--- src/rtl/psf_pkg.sv ---
package psf_pkg;

    typedef enum logic [1:0] {
        MODE_STANDBY = 2'd0,
        MODE_NORMAL  = 2'd1,
        MODE_SLEEP   = 2'd2
    } mode_e;

    localparam logic [1:0] REQ_KEEP    = 2'b00;
    localparam logic [1:0] REQ_STANDBY = 2'b01;
    localparam logic [1:0] REQ_NORMAL  = 2'b10;

    typedef struct packed {
        mode_e mode;
        logic  armed;
        logic  por_flag;
        logic  fs_dis;
    } ctl_state_t;

endpackage

--- src/rtl/psf_tick_gen.sv ---
module psf_tick_gen #(
    parameter int PRESCALE = 40000
) (
    input  logic clk,
    input  logic rst_n,
    input  logic clr,
    input  logic en,
    output logic tick
);
    localparam int W = (PRESCALE > 1) ? $clog2(PRESCALE) : 1;
    localparam logic [W-1:0] LAST = W'(PRESCALE - 1);

    generate
        if (PRESCALE <= 1) begin : g_direct
            assign tick = en && !clr;
        end else begin : g_div
            logic [W-1:0] cnt_d, cnt_q;

            always_comb begin
                cnt_d = cnt_q;
                tick  = en && !clr && (cnt_q == LAST);
                if (clr) begin
                    cnt_d = '0;
                end else if (en) begin
                    cnt_d = tick ? '0 : cnt_q + 1'b1;
                end
            end

            always_ff @(posedge clk or negedge rst_n) begin
                if (!rst_n) cnt_q <= '0;
                else        cnt_q <= cnt_d;
            end
        end
    endgenerate
endmodule

--- src/rtl/psf_timeout_ctr.sv ---
module psf_timeout_ctr #(
    parameter int TIMEOUT_TICKS = 240000
) (
    input  logic clk,
    input  logic rst_n,
    input  logic clr,
    input  logic tick,
    output logic expire
);
    localparam int W = (TIMEOUT_TICKS > 1) ? $clog2(TIMEOUT_TICKS) : 1;
    localparam logic [W-1:0] LAST = W'(TIMEOUT_TICKS - 1);

    logic [W-1:0] cnt_d, cnt_q;

    always_comb begin
        cnt_d  = cnt_q;
        expire = tick && !clr && (cnt_q == LAST);
        if (clr) begin
            cnt_d = '0;
        end else if (tick) begin
            cnt_d = expire ? '0 : cnt_q + 1'b1;
        end
    end

    always_ff @(posedge clk or negedge rst_n) begin
        if (!rst_n) cnt_q <= '0;
        else        cnt_q <= cnt_d;
    end
endmodule

--- src/rtl/psf_mode_fsm.sv ---
module psf_mode_fsm
    import psf_pkg::*;
(
    input  logic       clk,
    input  logic       rst_n,
    input  logic       ext_rst,
    input  logic       wake,
    input  logic       cfg_wr,
    input  logic [1:0] cfg_mode,
    input  logic       cfg_fs_dis,
    input  logic       flag_clr,
    input  logic       expire,
    output ctl_state_t state_o,
    output logic       ctr_clr,
    output logic       ctr_en
);
    ctl_state_t st_d, st_q;

    always_comb begin
        st_d = st_q;
        if (ext_rst) begin
            st_d.mode     = MODE_STANDBY;
            st_d.armed    = 1'b1;
            st_d.por_flag = 1'b1;
            st_d.fs_dis   = 1'b0;
        end else if (st_q.mode == MODE_SLEEP) begin
            if (wake) begin
                st_d.mode  = MODE_STANDBY;
                st_d.armed = 1'b1;
            end
        end else begin
            if (cfg_wr) begin
                st_d.fs_dis = cfg_fs_dis;
                case (cfg_mode)
                    REQ_NORMAL: begin
                        st_d.mode  = MODE_NORMAL;
                        st_d.armed = 1'b0;
                    end
                    REQ_STANDBY: st_d.mode = MODE_STANDBY;
                    default: ;
                endcase
            end
            if (flag_clr) begin
                st_d.por_flag = 1'b0;
                st_d.armed    = 1'b0;
            end
            if (expire && st_d.armed && !st_q.fs_dis) begin
                st_d.mode  = MODE_SLEEP;
                st_d.armed = 1'b0;
            end
        end
    end

    always_ff @(posedge clk or negedge rst_n) begin
        if (!rst_n) begin
            st_q.mode     <= MODE_STANDBY;
            st_q.armed    <= 1'b1;
            st_q.por_flag <= 1'b1;
            st_q.fs_dis   <= 1'b0;
        end else begin
            st_q <= st_d;
        end
    end

    assign state_o = st_q;
    assign ctr_clr = ext_rst || !st_q.armed;
    assign ctr_en  = st_q.armed && !st_q.fs_dis;
endmodule

--- src/rtl/powerup_sleep_failsafe.sv ---
module powerup_sleep_failsafe
    import psf_pkg::*;
#(
    parameter int PRESCALE      = 40000,
    parameter int TIMEOUT_TICKS = 240000
) (
    input  logic       clk,
    input  logic       rst_n,
    input  logic       ext_rst,
    input  logic       wake_btn,
    input  logic       wake_bus,
    input  logic       cfg_wr,
    input  logic [1:0] cfg_mode,
    input  logic       cfg_fs_dis,
    input  logic       flag_clr,
    output logic [1:0] mode_o,
    output logic       spi_mute_o,
    output logic       por_flag_o,
    output logic       fs_dis_o
);
    ctl_state_t st;
    logic ctr_clr, ctr_en, tick, expire;

    psf_tick_gen #(.PRESCALE(PRESCALE)) u_tick (
        .clk  (clk),
        .rst_n(rst_n),
        .clr  (ctr_clr),
        .en   (ctr_en),
        .tick (tick)
    );

    psf_timeout_ctr #(.TIMEOUT_TICKS(TIMEOUT_TICKS)) u_ctr (
        .clk   (clk),
        .rst_n (rst_n),
        .clr   (ctr_clr),
        .tick  (tick),
        .expire(expire)
    );

    psf_mode_fsm u_fsm (
        .clk       (clk),
        .rst_n     (rst_n),
        .ext_rst   (ext_rst),
        .wake      (wake_btn || wake_bus),
        .cfg_wr    (cfg_wr),
        .cfg_mode  (cfg_mode),
        .cfg_fs_dis(cfg_fs_dis),
        .flag_clr  (flag_clr),
        .expire    (expire),
        .state_o   (st),
        .ctr_clr   (ctr_clr),
        .ctr_en    (ctr_en)
    );

    assign mode_o     = st.mode;
    assign spi_mute_o = (st.mode == MODE_SLEEP);
    assign por_flag_o = st.por_flag;
    assign fs_dis_o   = st.fs_dis;
endmodule

--- config.mk ---
export PLATFORM = sky130hd
export DESIGN_NAME = powerup_sleep_failsafe
export DESIGN_NICKNAME = d
export VERILOG_FILES = /design/src/rtl/psf_pkg.sv /design/src/rtl/psf_tick_gen.sv /design/src/rtl/psf_timeout_ctr.sv /design/src/rtl/psf_mode_fsm.sv /design/src/rtl/powerup_sleep_failsafe.sv
export SDC_FILE = /design/constraint.sdc
export NUM_CORES = 1
export LEC_CHECK = 0
export ABC_AREA = 1
export CAP_MARGIN = 20
export CORE_MARGIN = 2
export CORE_UTILIZATION = 51
export DETAILED_ROUTE_END_ITERATION = 12
export GPL_TIMING_DRIVEN = 0
export MAX_ROUTING_LAYER = met4
export PLACE_DENSITY = 0.7
export SYNTH_ARGS = -nofsm -noshare
export SYNTH_HDL_FRONTEND = slang
export SYNTH_HIERARCHICAL = 1
export SYNTH_SLANG_ARGS = --single-unit
--- constraint.sdc ---
create_clock -name clk -period 3.19 [get_ports clk]
set_clock_uncertainty 0.15 [all_clocks]
set_input_delay 0.638 -clock clk [delete_from_list [all_inputs] [get_ports clk]]
set_output_delay 0.638 -clock clk [all_outputs]
set_load 0.05 [all_outputs]
=== After elaboration in Yosys (flattened, before gate mapping) ===
Cells that the tools add are included.

* Register bits after elaboration: 39
* Bits in latches: 0
* Memory bits (writable): 0
* ROM bits: 0
* Bits of input ports: 10
* Memories kept: 0

* Add/sub/neg operators: 2
* Multipliers: 0
* Divide/modulo/power cells: 0
* $lt $le $gt $ge: 0
* Equality and inequality tests: 7
* Shift operators: 0
* Multiplexer cells: 18
* Bitwise logic cells: 0
* Reductions and logical operators: 21

{| class="wikitable"
|+ Operators by type and width
! kind !! number
|-
| $mux W18 || 3
|-
| $mux W16 || 3
|-
| $add A18 B1 Y18 const B || 1
|-
| $eq A18 B18 Y1 const B || 1
|-
| $add A16 B1 Y16 const B || 1
|-
| $eq A16 B16 Y1 const B || 1
|-
| $mux W3 || 4
|-
| $mux W2 || 4
|-
| $reduce_bool A2 Y1 || 4
|-
| $logic_and A1 B1 Y1 || 7
|-
| $mux W5 || 1
|-
| $reduce_bool A5 Y1 || 1
|-
| $eq A2 B2 Y1 const B || 2
|-
| $pmux W2 S2 || 1
|-
| $reduce_and A2 Y1 || 2
|-
| $reduce_bool A4 Y1 || 1
|-
| $logic_not A1 Y1 || 3
|-
| $ne A3 B2 Y1 const B || 1
|-
| $reduce_and A3 Y1 || 1
|-
| $eq A2 B1 Y1 const B || 1
|-
| $logic_or A1 B1 Y1 || 2
|-
| $mux W1 || 2
|-
| $ne A2 B2 Y1 const B || 1
|}

=== Logic depth before layout (Yosys ltp) ===
* Depth in word-level cells: 12
* Mapped depth: 15

=== Hierarchy ===
Netlist, hierarchy kept.

{| class="wikitable"
|+ Modules (own cells, without submodules)
! module !! instances !! cells an instance !! area an instance (um^2)
|-
| psf_timeout_ctr || 1 || 155 || 1,162.4
|-
| psf_tick_gen || 1 || 135 || 1,018.5
|-
| psf_mode_fsm || 1 || 51 || 360.3
|-
| powerup_sleep_failsafe || 1 || 5 || 21.3
|}

=== Worst setup path after synthesis ===
Ideal clock, no wire load.

* Path kind: register to register
* From: reg u_tick.g_div.cnt_q[0]
* To: reg u_fsm.st_q (netlist bit u_fsm/state_o[3])
* Data arrival time: 2,074 ps
* Data required time: 2,920 ps
* Setup slack: 846 ps
* Stages on the path, launching flop included: 15
* Path buffers: 0
* Period minus slack after synthesis: 2,344 ps
* Cell sequence: dfrtp_1 ha_1 nand3_4 nor2_8 nand3_4 nor3_1 inv_2 nor3_1 inv_1 nor2_4 nand3_4 a21oi_2 nand2_1 nand2_1 nand2_1

* Longest elaborated chain between the ends: 9
* Elaborated cells on any way between the ends: 12
* Classes of those cells: eq/ne (1); mux (3); reduce/logical (8)

{| class="wikitable"
|+ Ends and longest elaborated chain
! element !! RTL line !! source
|-
| from (decl) || psf_tick_gen.sv:17 || <nowiki>logic [W-1:0] cnt_d, cnt_q;</nowiki>
|-
| from (signal assigned) || psf_tick_gen.sv:31 || <nowiki>else cnt_q <= cnt_d;</nowiki>
|-
| $eq A16 B16 Y1 * || psf_tick_gen.sv:21 || <nowiki>tick = en && !clr && (cnt_q == LAST);</nowiki>
|-
| $logic_and A1 B1 Y1 * || psf_tick_gen.sv:21 ||
|-
| net tick || powerup_sleep_failsafe.sv:22 || <nowiki>logic ctr_clr, ctr_en, tick, expire;</nowiki>
|-
| $logic_and A1 B1 Y1 * (2 in series) || psf_timeout_ctr.sv:17 || <nowiki>expire = tick && !clr && (cnt_q == LAST);</nowiki>
|-
| net expire || powerup_sleep_failsafe.sv:22 ||
|-
| $logic_and A1 B1 Y1 * (2 in series) || psf_mode_fsm.sv:47 || <nowiki>if (expire && st_d.armed && !st_q.fs_dis) begin</nowiki>
|-
| $mux W3 || psf_mode_fsm.sv:47 ||
|-
| $mux W3 || psf_mode_fsm.sv:26 || <nowiki>end else if (st_q.mode == MODE_SLEEP) begin</nowiki>
|-
| $mux W5 || psf_mode_fsm.sv:21 || <nowiki>if (ext_rst) begin</nowiki>
|-
| to (signal assigned) || psf_mode_fsm.sv:61 || <nowiki>st_q <= st_d;</nowiki>
|-
| to (decl) || psf_mode_fsm.sv:17 || <nowiki>ctl_state_t st_d, st_q;</nowiki>
|}

Mark *: on every way through the listed nets, which the timed path passes. The rest lies on a longest branch.
A chain may end at the register's enable or synchronous reset.

=== Final worst setup path ===
* From: in ext_rst
* To: reg u_fsm.st_q (netlist bit u_fsm/state_o[3])

* Longest elaborated chain between the ends: 11
* Elaborated cells on any way between the ends: 15
* Classes of those cells: eq/ne (1); mux (3); reduce/logical (11)

{| class="wikitable"
|+ Ends and longest elaborated chain
! element !! RTL line !! source
|-
| from (decl) || powerup_sleep_failsafe.sv:9 || <nowiki>input logic ext_rst,</nowiki>
|-
| $logic_or A1 B1 Y1 * || psf_mode_fsm.sv:66 || <nowiki>assign ctr_clr = ext_rst || !st_q.armed;</nowiki>
|-
| net ctr_clr || powerup_sleep_failsafe.sv:22 ||
|-
| $logic_not A1 Y1 * || psf_tick_gen.sv:21 ||
|-
| $logic_and A1 B1 Y1 * (2 in series) || psf_tick_gen.sv:21 ||
|-
| net tick || powerup_sleep_failsafe.sv:22 ||
|-
| $logic_and A1 B1 Y1 * (2 in series) || psf_timeout_ctr.sv:17 ||
|-
| net expire || powerup_sleep_failsafe.sv:22 ||
|-
| $logic_and A1 B1 Y1 * (2 in series) || psf_mode_fsm.sv:47 ||
|-
| $mux W3 || psf_mode_fsm.sv:47 ||
|-
| $mux W3 || psf_mode_fsm.sv:26 ||
|-
| $mux W5 || psf_mode_fsm.sv:21 ||
|}

Marked as above.

==> results.txt <==
* Sinks on the clock net: 39
- After layout, the worst setup slack is 0.4127 ns.
- Hold-fix buffers at CTS: 0
- Summed over all nets, the half-perimeter wirelength after detailed placement is 3628 µm.
- Synth warn: 6
- Setup slack on the worst reg-to-reg path comes out at 0.51 ns.
- Clock transition at path regs: 0.08 ns
- The number of antenna violations at the first check in global routing is 0.
- For the final routed database, the setup TNS stands at 0 ns.
* Starting density of the core: 53.54%
* Count of TritonRoute iterations in the first routing pass: 4
- FF-to-FF path depth: 14
- For met2 alone, demand over resource in global routing was 28.95%.
- Using the TritonRoute via totals, the vias-per-cell ratio works out to 5.023.
- The first global-routing pass estimated 8355 µm of wire.
- Counting distinct cell types in the post-synthesis netlist gives 36.
- Starting DRC count in detailed routing: 130
- The number of failing hold endpoints at the final stage came to 0.
- Cell mode on critical path: nand2_1
* Total die area: 5608 µm²
- Tracing the worst setup path back leads to its startpoint at ext_rst.
- Final count of negative-setup-slack endpoints: 0
- Destination of the worst register-to-register timing path: u_fsm/state_o[3]
* Relative area change from synthesis to final layout: 11.52%
- Ratio of cells with drive above 1 in the final layout: 14.71%
- A synthesized cell averages 7.406 µm².
- Final wirelength: 4992 µm
- Of all nets on the critical path, the largest fanout is 9.
* Endpoint class of the critical path: flop
- Routed via count: 2180
- The worst-case IR drop observed on VDD is 0.2490 mV.
* Leakage component of the power: 1.294 nW
- Final cell count without fillers: 434
* Nets in the synthesized netlist: 358
- Total design power: 0.0009078 W
- Setup repair after global routing left no endpoint under its margin.
* Number of nets in the final layout: 379
- In this run the most used layer during global routing was met2.
* Root buf cell: clkbuf_8
- Post-Synthesis Cells: 346
* Number of antenna cells inserted: 0
* FP Rows: 25
- Routability Congestion: 0.8578
* Kind of critical path: in2reg
- The core region is 4786 µm².
- Together, buffers and inverters on the worst path number 4.
- Across the run, the number of max-cap violations was 0.
* I/O pin count: 15
- STA classifies the critical path startpoint as a primary input.
- Among all stages on the critical path, the largest delay is contributed by nor3_1.
- Post-CTS timing repair inserted 0 buffers for setup.
* PortBufs: 14
* H-tree depth reported by CTS: 2
* Max_slew headroom: 42.73%
* Number of gates resized after CTS: 0
- Of all flip-flops after synthesis, the portion carrying an async set or reset was 100.0%.
- No sink is reached through more buffers than the 2 on the longest clock path.
- For the pin with the worst max-slew slack, the measured transition is 0.8591 ns.
* Crit path max-delay family: simple AND/OR/NAND/NOR gates
- At the worst endpoint, the required time is 3.22 ns.
* Cells along the critical path: clkdlybuf4s50_1, inv_2, nand2_1, nor3_1, inv_2, nor3_1, inv_1, nor2_4, nand3_4, a21oi_2, nand2_1, nand2_1, nand2_1
* Average wire length per cell after detail routing: 11.50 µm
- Register bit count reported by yosys: 39
* Met1 Usage GRT: 27.84%
- Clock buffers created by TritonCTS: 5
- Number of global-route vias before repair: 1898
- The number of max-slew violations in the final report was 0.
- Remaining number of nets flagged by the antenna check after routing: 0
* Share of the cycle needed by the critical path after routing: 87.06%
- Width of the die: 74.89 µm
- Counting tap cells, the placed design contains a total of 427 instances.
- DRC errors left: 0
- Power spread over the standard cell area amounts to 317.7 nW/µm².
- Leftover overflow at the end of global routing: 0
* Dominant synthesized flop cell: dfrtp_1
* Crit path DAT: 2.80 ns
* Hold Crit Class: in2async
* Reg2Reg Launch Point: u_tick/g_div.cnt_q[0]
* Run status: finished, final reports clean
- Portion of the post-synthesis area used by sequential elements: 38.18%
- For the finished layout, the period the worst path requires is 2.777 ns.
* Fmax: 360.1 MHz
- In this design, the stage delay of the slowest critical-path cell is 0.49 ns.
- In the global route stage, met3 resource usage came out at 4.150%.
- Entering global routing, the biggest net connects 40 pins.
* Overall routing resource usage: 20.03%
* Clock latency at the later pin of the worst-skew pair: 0.29 ns
* TritonCTS clock tree: done
- Counting flops with a built-in enable in the synthesized netlist gives 0.
- Die Y-Extent: 74.89 µm
* Pre-CTS WS: 0.1179 ns
- The synthesized netlist occupies a cell area of 2562 µm².
worst max-delay path by stage:
| stage | to | slack, ns | cells past startpoint |
|---|---|---|---|
| after floorplan | u_fsm/state_o[3] | 0.85 | 14 |
| after global placement | u_fsm/state_o[4] | 0.12 | 13 |
| after detailed placement | u_fsm/state_o[3] | 0.12 | 13 |
| after CTS | u_fsm/state_o[3] | 0.41 | 13 |
| after global routing | u_fsm/state_o[4] | 0.25 | 13 |
| final | u_fsm/state_o[3] | 0.41 | 13 |
cells in the final DEF, fill, tap and decap left out, drive strengths merged, types with 2 or more instances in the layout:
cell type / synthesis / layout
nand4: 11 / 11
nand3: 31 / 31
ha: 2 / 2
buf: 6 / 7
clkdlybuf4s50: 0 / 13
dfrtp: 37 / 37
nand2: 108 / 108
xor2: 9 / 9
dfstp: 2 / 2
o21bai: 2 / 2
a21oi: 6 / 6
xnor2: 4 / 4
o22ai: 6 / 6
nor3: 3 / 3
o21ai: 19 / 19
inv: 45 / 45
clkbuf: 1 / 8
nor2: 50 / 50
routing by layer:
layer / part of all wire (%) / up-vias / wire, µm
met5: 0 / - / 0
met4: 0.80 / 0 / 40
met3: 4.8 / 4 / 241
met2: 44 / 51 / 2219
met1: 50 / 981 / 2490
li1: - / 1144 / -
through the flow:
stage | cell area [µm²] | hold slack (ns) | util, %
finish | 2858 | 0.3026 | 59.71
detailed placement | 2781 | 0.3717 | 58.12
CTS | 2858 | 0.3524 | 59.71
global placement | 2786 | 0.3658 | 58.22
floorplan | 2562 | 0.1924 | -
global route | 2858 | 0.3952 | 59.71
Yosys cell counts, types with 2 or more instances:
cell	n	share of area, %
nand2_1	101	15
dfrtp_1	37	36
inv_1	36	5.3
nor2_1	34	5.0
nand3_1	25	4.9
nand4_1	11	2.7
nor2_2	11	2.7
o21ai_1	11	2.1
xor2_1	9	3.1
inv_2	8	1.2
o21ai_0	8	1.6
o22ai_1	6	1.5
a21oi_1	5	0.98
nand2_2	5	1.2
nand3_4	4	2.7
xnor2_1	4	1.4
buf_2	3	0.59
nor2_4	3	1.3
buf_6	2	0.88
dfstp_2	2	2.1
ha_1	2	0.98
nand3_2	2	0.78
nor2_8	2	1.6
nor3_1	2	0.39
o21bai_1	2	0.59
where the power goes:
group          switching, W  internal, W   total, W
Clock              0.000163     0.000151   0.000314
Combinational     0.0000589    0.0000277  0.0000866
Sequential       0.00000609     0.000501   0.000508
Total              0.000228     0.000680   0.000908
cell type report:
| cell class | instances | area [µm²] |
|---|---|---|
| buffer | 7 | 48.80 |
| tap | 67 | 83.83 |
| fill | 438 | 1928 |
| sequential | 39 | 978.4 |
| clock buffer | 7 | 76.32 |
| inverter | 46 | 175.2 |
| multi-input combinational | 254 | 1360 |
| timing repair buffer | 14 | 135.1 |
registers in the layout (all words and copies together) (netlist names):
signal,flops
u_tick/g_div.cnt_q,16
u_fsm/state_o,5
u_ctr/cnt_q,18
kinds of logic after synthesis:
group	synth area share (%)
XOR/XNOR	4.443
flip-flops	38.18
adder cells (fa/ha/maj)	0.9764
buffers and inverters	8.740
AND/OR/NAND/NOR	39.65
AO/OA/AOI/OAI	8.008
Note: power is estimated with default switching activity, not from simulation.
